[config.mk]
export PLATFORM = sky130hd
export DESIGN_NAME = bus_arbiter
export DESIGN_NICKNAME = d
export VERILOG_FILES = /design/src/rtl/arb_pkg.sv /design/src/rtl/arb_pick.sv /design/src/rtl/arb_ptr.sv /design/src/rtl/arb_seq.sv /design/src/rtl/bus_arbiter.sv
export SDC_FILE = /design/constraint.sdc
export NUM_CORES = 1
export LEC_CHECK = 0
export BUFFER_PORTS_ARGS = -buffer_cell sky130_fd_sc_hd__buf_2
export CAP_MARGIN = 20
export CELL_PAD_IN_SITES_DETAIL_PLACEMENT = 1
export CELL_PAD_IN_SITES_GLOBAL_PLACEMENT = 2
export CORE_MARGIN = 8
export CORE_UTILIZATION = 35
export DETAILED_ROUTE_END_ITERATION = 6
export PLACE_DENSITY_LB_ADDON = 0.1
export SLEW_MARGIN = 20
export SYNTH_ARGS = -nofsm -noshare
export SYNTH_HDL_FRONTEND = slang
export SYNTH_SLANG_ARGS = --single-unit
[constraint.sdc]
create_clock -name clk -period 3.56 [get_ports clk]
set_input_delay 0.712 -clock clk [delete_from_list [all_inputs] [get_ports clk]]
set_output_delay 0.712 -clock clk [all_outputs]
set_load 0.02 [all_outputs]
[src/rtl/arb_pkg.sv]
package arb_pkg;

  typedef enum logic [1:0] {
    ARB_IDLE      = 2'd0,
    ARB_WAIT_FREE = 2'd1,
    ARB_WAIT_TAKE = 2'd2
  } arb_state_e;

endpackage

[src/rtl/arb_pick.sv]
module arb_pick #(
  parameter int N     = 8,
  parameter int IDX_W = $clog2(N)
) (
  input  logic [N-1:0]     req,
  input  logic [IDX_W-1:0] base,
  output logic             any,
  output logic [IDX_W-1:0] win
);

  // Scan from the lowest priority offset to the highest, so the last hit wins.
  always_comb begin
    int cand;
    any = |req;
    win = '0;
    for (int off = N - 1; off >= 0; off--) begin
      cand = int'(base) + off;
      if (cand >= N) cand = cand - N;
      if (req[cand]) win = IDX_W'(cand);
    end
  end

endmodule

[src/rtl/arb_ptr.sv]
module arb_ptr #(
  parameter int N      = 8,
  parameter int IDX_W  = $clog2(N),
  parameter bit ROTATE = 1'b1
) (
  input  logic             clk,
  input  logic             rst,
  input  logic             adv,
  input  logic [IDX_W-1:0] last,
  output logic [IDX_W-1:0] base
);

  generate
    if (ROTATE) begin : g_rotate
      logic [IDX_W-1:0] base_q;
      always_ff @(posedge clk) begin
        if (rst) begin
          base_q <= '0;
        end else if (adv) begin
          base_q <= (int'(last) == N - 1) ? '0 : last + 1'b1;
        end
      end
      assign base = base_q;
    end else begin : g_fixed
      logic unused_ok;
      assign unused_ok = &{1'b0, clk, rst, adv, last};
      assign base = '0;
    end
  endgenerate

endmodule

[src/rtl/arb_seq.sv]
module arb_seq
  import arb_pkg::*;
#(
  parameter int N       = 8,
  parameter int IDX_W   = $clog2(N),
  parameter bit OVERLAP = 1'b1
) (
  input  logic             clk,
  input  logic             rst,
  input  logic             any,
  input  logic [IDX_W-1:0] win,
  input  logic             bus_busy_n,
  output logic [N-1:0]     gnt,
  output logic             take,
  output logic [IDX_W-1:0] take_idx
);

  arb_state_e       state_q;
  logic [N-1:0]     gnt_q;
  logic [IDX_W-1:0] idx_q;
  logic             may_issue;

  assign may_issue = any && (OVERLAP || bus_busy_n);
  assign take      = (state_q == ARB_WAIT_TAKE) && !bus_busy_n;
  assign take_idx  = idx_q;
  assign gnt       = gnt_q;

  always_ff @(posedge clk) begin
    if (rst) begin
      state_q <= ARB_IDLE;
      gnt_q   <= '0;
      idx_q   <= '0;
    end else begin
      unique case (state_q)
        ARB_IDLE: begin
          if (may_issue) begin
            gnt_q   <= N'(1) << win;
            idx_q   <= win;
            state_q <= bus_busy_n ? ARB_WAIT_TAKE : ARB_WAIT_FREE;
          end
        end
        ARB_WAIT_FREE: begin
          if (bus_busy_n) state_q <= ARB_WAIT_TAKE;
        end
        ARB_WAIT_TAKE: begin
          if (!bus_busy_n) begin
            gnt_q   <= '0;
            state_q <= ARB_IDLE;
          end
        end
        default: begin
          gnt_q   <= '0;
          state_q <= ARB_IDLE;
        end
      endcase
    end
  end

endmodule

[src/rtl/bus_arbiter.sv]
module bus_arbiter #(
  parameter int N           = 8,
  parameter bit ROUND_ROBIN = 1'b1,
  parameter bit OVERLAP     = 1'b1
) (
  input  logic         clk,
  input  logic         rst,
  input  logic [N-1:0] req,
  input  logic         bus_busy_n,
  output logic [N-1:0] gnt
);

  localparam int IDX_W = $clog2(N);

  logic             any;
  logic [IDX_W-1:0] win;
  logic [IDX_W-1:0] base;
  logic             take;
  logic [IDX_W-1:0] take_idx;

  arb_pick #(.N(N), .IDX_W(IDX_W)) u_pick (
    .req  (req),
    .base (base),
    .any  (any),
    .win  (win)
  );

  arb_ptr #(.N(N), .IDX_W(IDX_W), .ROTATE(ROUND_ROBIN)) u_ptr (
    .clk  (clk),
    .rst  (rst),
    .adv  (take),
    .last (take_idx),
    .base (base)
  );

  arb_seq #(.N(N), .IDX_W(IDX_W), .OVERLAP(OVERLAP)) u_seq (
    .clk        (clk),
    .rst        (rst),
    .any        (any),
    .win        (win),
    .bus_busy_n (bus_busy_n),
    .gnt        (gnt),
    .take       (take),
    .take_idx   (take_idx)
  );

endmodule

Word level (Yosys, flattened, before mapping)

Cells that the tools add are included.

Bits in registers: 16
Bits in latches: 0
Memory bits (writable): 0
Memory bits (read-only): 0
Input port bits: 11
Output and inout bits: 8
Word-level logic and storage cells: 100
Memories: 0

$add $sub $neg: 16
Multiply operators: 0
Div/mod/pow operators: 0
Order comparisons: 16
Equal/unequal tests: 6
Shifts and indexed selects: 1
Multiplexer cells: 49
Bitwise gates (word level): 1
Reductions and logical operators: 7

Operators with widths:

| cell                                                                   | number |
|---|---|
| 32-bit by 5-bit < comparator with 1-bit output, second input constant  | 8 |
| 32-bit two-way mux                                                     | 8 |
| 32-bit by 5-bit >= comparator with 1-bit output, second input constant | 7 |
| 32-bit by 5-bit subtractor with 32-bit output, second input constant   | 7 |
| 3-bit two-way mux                                                      | 9 |
| 1-bit binary-select mux with 3-bit select                              | 8 |
| 8-bit case mux with 3 select lines                                     | 1 |
| 3-bit by 3-bit adder with 4-bit output, second input constant          | 4 |
| 1-bit two-way mux                                                      | 16 |
| 8-bit two-way mux                                                      | 2 |
| 3-bit by 2-bit adder with 4-bit output, second input constant          | 2 |
| 2-bit two-way mux                                                      | 4 |
| 8-bit OR reduction                                                     | 1 |
| 1-bit by 3-bit << shifter with 8-bit output, first input constant      | 1 |
| 2-bit != test, second input constant                                   | 3 |
| 2-bit case mux with 3 select lines                                     | 1 |
| 3-bit AND reduction                                                    | 2 |
| 3-bit by 4-bit subtractor with 5-bit output, second input constant     | 1 |
| 3-bit by 1-bit adder with 4-bit output, second input constant          | 1 |
| 3-bit by 4-bit >= comparator with 1-bit output, second input constant  | 1 |
| 3-bit by 1-bit adder with 3-bit output, second input constant          | 1 |
| 3-bit by 1-bit equality test with 1-bit output, second input constant  | 1 |
| 2-bit by 1-bit equality test with 1-bit output, second input constant  | 1 |
| 2-bit equality test, second input constant                             | 1 |
| 5 further kinds                                                        | 5 |

Depth between registers and ports, before layout

Depth in word-level cells: 17
Depth in mapped cells: 13
Gate-level depth less buffers: 9

By module

Synthesis repeated with hierarchy kept, for this count alone.

Cells, all modules: 161
Area total of the unflattened synthesis: 1506.4 um2

By module, submodules not included:

| module   | times used | cells each | area each (um2) | seq. area each (um2) |
|---|---|---|---|---|
| arb_pick | 1          | 85         | 792.0           | 0.0 |
| arb_seq  | 1          | 63         | 570.5           | 260.2 |
| arb_ptr  | 1          | 13         | 143.9           | 60.1 |

Worst setup path after synthesis

OpenSTA, ideal clock, no wires.

Path kind: reg2reg
Start: register u_ptr.g_rotate.base_q[0] (netlist: u_ptr.base[0])
End: register u_seq.gnt_q[6] (netlist: u_seq.gnt[6])
Library setup time: 117 ps
Arrival time: 3017 ps
Setup slack: 426 ps
Stages on the path, launching flop included: 13
Buffers on the path: 3
Path through: dfxtp_1 -> buf_6 -> buf_2 -> inv_1 -> ha_1 -> buf_2 -> mux4_2 -> a221oi_1 -> a21oi_1 -> a311oi_1 -> or4_1 -> nor2_1 -> a32o_1

Cells in the longest elaborated chain, start to end: 17

RTL lines:

| what                                                                                                             | RTL line       | RTL |
|---|---|---|
| from (decl)                                                                                                      | arb_ptr.sv:15  | `logic [IDX_W-1:0] base_q;` |
| from (signal assigned)                                                                                           | arb_ptr.sv:20  | `base_q <= (int'(last) == N - 1) ? '0 : last + 1'b1;` |
| 3-bit by 3-bit adder with 4-bit output                                                                           | arb_pick.sv:17 | `cand = int'(base) + off;` |
| 32-bit by 5-bit subtractor with 32-bit output or 32-bit by 5-bit >= comparator with 1-bit output (tied branches) | arb_pick.sv:18 | `if (cand >= N) cand = cand - N;` |
| 32-bit two-way mux                                                                                               | arb_pick.sv:18 |  |
| 1-bit binary-select mux with 3-bit select                                                                        | arb_pick.sv:19 | `if (req[cand]) win = IDX_W'(cand);` |
| 1-bit two-way mux (implied by the code) (2 in series)                                                            | arb_pick.sv:19 |  |
| 3-bit two-way mux (7 in series)                                                                                  | arb_pick.sv:19 |  |
| 3-bit two-way mux (*)                                                                                            | arb_pick.sv:19 |  |
| 1-bit by 3-bit << shifter with 8-bit output (*)                                                                  | arb_seq.sv:37  | `gnt_q <= N'(1) << win;` |
| 8-bit two-way mux (*)                                                                                            | arb_seq.sv:36  | `if (may_issue) begin` |
| 8-bit case mux with 3 select lines (*)                                                                           | arb_seq.sv:34  | `unique case (state_q)` |
| to (signal assigned)                                                                                             | arb_seq.sv:37  |  |
| to (decl)                                                                                                        | arb_seq.sv:19  | `logic [N-1:0] gnt_q;` |

Every way passes the cells marked *; elsewhere a longest branch is shown, timed or not. The select of a mux whose other input is x is not followed.
A chain may end at the register's enable or synchronous reset.

Final worst setup path

Start: register u_ptr.g_rotate.base_q[0] (netlist: u_ptr.base[0])
End: register u_seq.gnt_q[1] (netlist: u_seq.gnt[1])

Same word-level chain as after synthesis.

==> flow_metrics.py <==
metrics = {
    "logic_synthesis": {
        "netlist_instances": 159,
        "synth.distinct_cells": 58,
        "ys.flop_type": "dfxtp_1",
        "synth_warnings": 0,
        "synth_nets": 174,
        "ys_ff_latch": 16,
        "netlist_area_um2": 1460,
        "async_flop_share_pct": 0,
        "yosysSeqAreaShare_pct": 21.9,
        "synth-edff-count": 0,
        "syn_area_per_cell_um2": 9.19,
    },
    "timing": {
        "tns_ns": 0,
        "setup_viol": 0,
        "max_slew_margin_pct": 57.7,
        "worst_slack_ns": 0.562,
        "holdWs_ns": 0.446,
        "tightest_slew_ns": 0.630,
        "drv_slew": 0,
        "finalHoldViolCount": 0,
        "rsz0062_at_grt": "no",
        "fmax_mhz": 334,
        "fin_crit_sh_pct": 84.2,
        "fin_crit_ns": 3.00,
        "skew_ns": 0.00150,
    },
    "hold_path": {
        "hold_path.class": "reg -> reg",
        "min_from": "u_seq.gnt[0]",
    },
    "grt": {
        "gr-usage-all-layers_pct": 13.0,
        "grt_pass1_wl_mm": 6.77,
        "antenna_found_initial": 0,
        "grt_max_degree": 22,
        "grt_pass1_vias": 1421,
        "grt_overflow_total": 0,
    },
    "clocking": {
        "htree_levels": 1,
        "cts_buffer_depth": 2,
        "cts_tree": "done",
        "post_cts_buffers": 0,
        "clk_pin_slew_ns": 0.06,
        "numCtsBuffers": 3,
        "clock-sinks": 16,
        "ctsResizeCount": 0,
        "root_buffer": "clkbuf_8",
        "ctsHoldBuffers": 0,
        "clk_latency_ns": 0.25,
    },
    "routing": {
        "wirelength_mm": 4.12,
        "drc": 0,
        "via_per_inst": 5.97,
        "first_pass_iters": 4,
        "routedWlPerCell_um": 18.1,
        "vias": 1361,
        "drt_iter0_drc": 117,
        "ant_nets": 0,
    },
    "critical_path": {
        "cp_cell_sequence": "inv_1, ha_1, buf_4, mux2_2, mux2i_1, a221oi_2, a21oi_1, a31o_1, or2_1, o41ai_1",
        "endpoint_kind": "flop",
        "path_delay_family": "compound AO/OA/AOI/OAI gates",
        "cp_max_fo": 11,
        "cp-start-kind": "flop",
        "arrival_ns": 3.14,
        "path_class": "reg -> reg",
        "required_ns": 3.71,
        "cp_slowest_stage_delay_ns": 0.43,
        "critPathLaunch": "u_ptr.base[0]",
        "worstReg2RegStart": "u_ptr.base[0]",
        "cp_slowest_cell": "a221oi_2",
        "path_buf_inv": 2,
    },
    "cells_and_area": {
        "fin_nets": 194,
        "drive_gt1_share_pct": 23.6,
        "layoutNonFillerInstCount": 228,
        "antennaDiodeCount": 0,
        "area_growth_pct": 12.9,
    },
    "flow_run": {
        "cap_violations": 0,
    },
    "die": {
        "start_util_pct": 36.5,
        "fp.dieArea_um2": 6500,
        "design.core.area_um2": 4000,
        "rows": 23,
        "die_width_um": 80.6,
        "die_h_um": 80.6,
        "io_pins": 19,
    },
    "placed_design": {
        "post-place-ws_ns": 0.467,
        "dpl.cell_count": 224,
        "gp_congestion": 0.812,
        "portBuffers": 18,
        "hpwlAfterDp_mm": 3.31,
    },
    "power": {
        "power_density_nw_per_um2": 332,
        "p_leak_nw": 0.623,
        "ir_drop_mv": 0.256,
    },
    "outcome": {
        "outcome": "complete, no violations",
    },
}
report_power, final:
group	internal (W)	switching, W
logic	0.0000779	0.000113
clock network	0.0000980	0.0000626
registers	0.000190	0.00000725
total	0.000366	0.000183
cell families after synthesis:
group | after synthesis | share of synthesized area (%)
and+or+nand+nor | 54 | 18.3
AOI/OAI and AO/OA | 47 | 24.5
muxes | 22 | 23.4
DFF | 16 | 21.9
buffers and inverters | 13 | 4.88
adders and majority gates | 4 | 3.42
xor gates and xnor gates | 3 | 3.60
tightest hold or removal path, stage by stage (launching register included):
cell	delay [ns]
dfxtp_1	0.32
nand2_1	0.05
o41ai_1	0.05
stage by stage:
step / utilization (%) / area (um^2) / total power (W)
after CTS: 41.3 / 1650 / 0.000553
after floorplan: - / 1460 / 0.000343
after global routing: 41.3 / 1650 / 0.000580
final: 41.3 / 1650 / 0.000549
after detailed placement: 39.9 / 1600 / 0.000392
after global placement: 39.9 / 1600 / 0.000386
metal layers:
| metal | track usage (%) | share of wire (%) | routed length [um] |
|---|---|---|---|
| met1 | 15.5 | 47 | 1940 |
| met4 | 4.73 | 1.1 | 44 |
| met2 | 23.2 | 50 | 2060 |
| met5 | 0 | 0 | 0 |
| met3 | 1.45 | 2.0 | 84 |
sequential cells by signal, indices dropped and copies added, names as in the netlist:
register	flops
u_seq.gnt	8
u_seq.take_idx	3
u_ptr.base	3
u_seq.state_q	2
synth_stat cells (all sizes together) (2+ instances only):
cell type / n / area [um^2]
a32o: 4 / 40.0
nand2: 12 / 45.0
inv: 6 / 22.5
dfxtp: 16 / 320
a31oi: 2 / 12.5
o21ai: 5 / 25.0
nor2b: 2 / 12.5
nor3: 8 / 40.0
nor2: 16 / 60.1
o211ai: 3 / 22.5
buf: 6 / 45.0
or2: 2 / 12.5
a221oi: 3 / 32.5
xor2: 2 / 43.8
o21a: 2 / 15.0
o41ai: 4 / 35.0
or4: 3 / 22.5
a31o: 2 / 17.5
a21oi: 9 / 45.0
nor4: 2 / 12.5
mux2i: 7 / 86.3
ha: 4 / 50.1
mux4: 7 / 165
nand2b: 2 / 12.5
mux2: 8 / 90.1
area by class of cell:
| type | instances | area (um^2) |
|---|---|---|
| Inverter | 6 | 22.5 |
| Multi-Input combinational cell | 130 | 1070 |
| Tap cell | 50 | 62.6 |
| Sequential cell | 16 | 320 |
| Timing Repair Buffer | 22 | 120 |
| Clock buffer | 4 | 55.1 |
| Fill cell | 486 | 2350 |
cell usage in the layout, fill, tap and decap left out, drive strengths merged, types with 2 or more instances in the layout:
cell type and count:
ha 4, a31o 2, o211ai 3, or2 2
a31oi 2, inv 6, nor3 8, mux2 8
xor2 2, nand2 12, nand2b 2, nor2 16
o21ai 5, clkbuf 4, a221oi 3, o41ai 4
a21oi 9, or4 3, dfxtp 16, buf 22
mux4 7, o21a 2, a32o 4, mux2i 7
nor2b 2, nor4 2
path summary, 6_finish.rpt:
path | endpoint | slack, ns | cells after the start
setup / recovery | u_seq.gnt[1] | 0.56 | 10
hold / removal | u_seq.gnt[0] | 0.45 | 2
setup reg to reg | u_seq.gnt[1] | 0.56 | 10
hold reg to reg | u_seq.gnt[0] | 0.45 | 2
No activity file was read; power rests on OpenSTA's default activity.
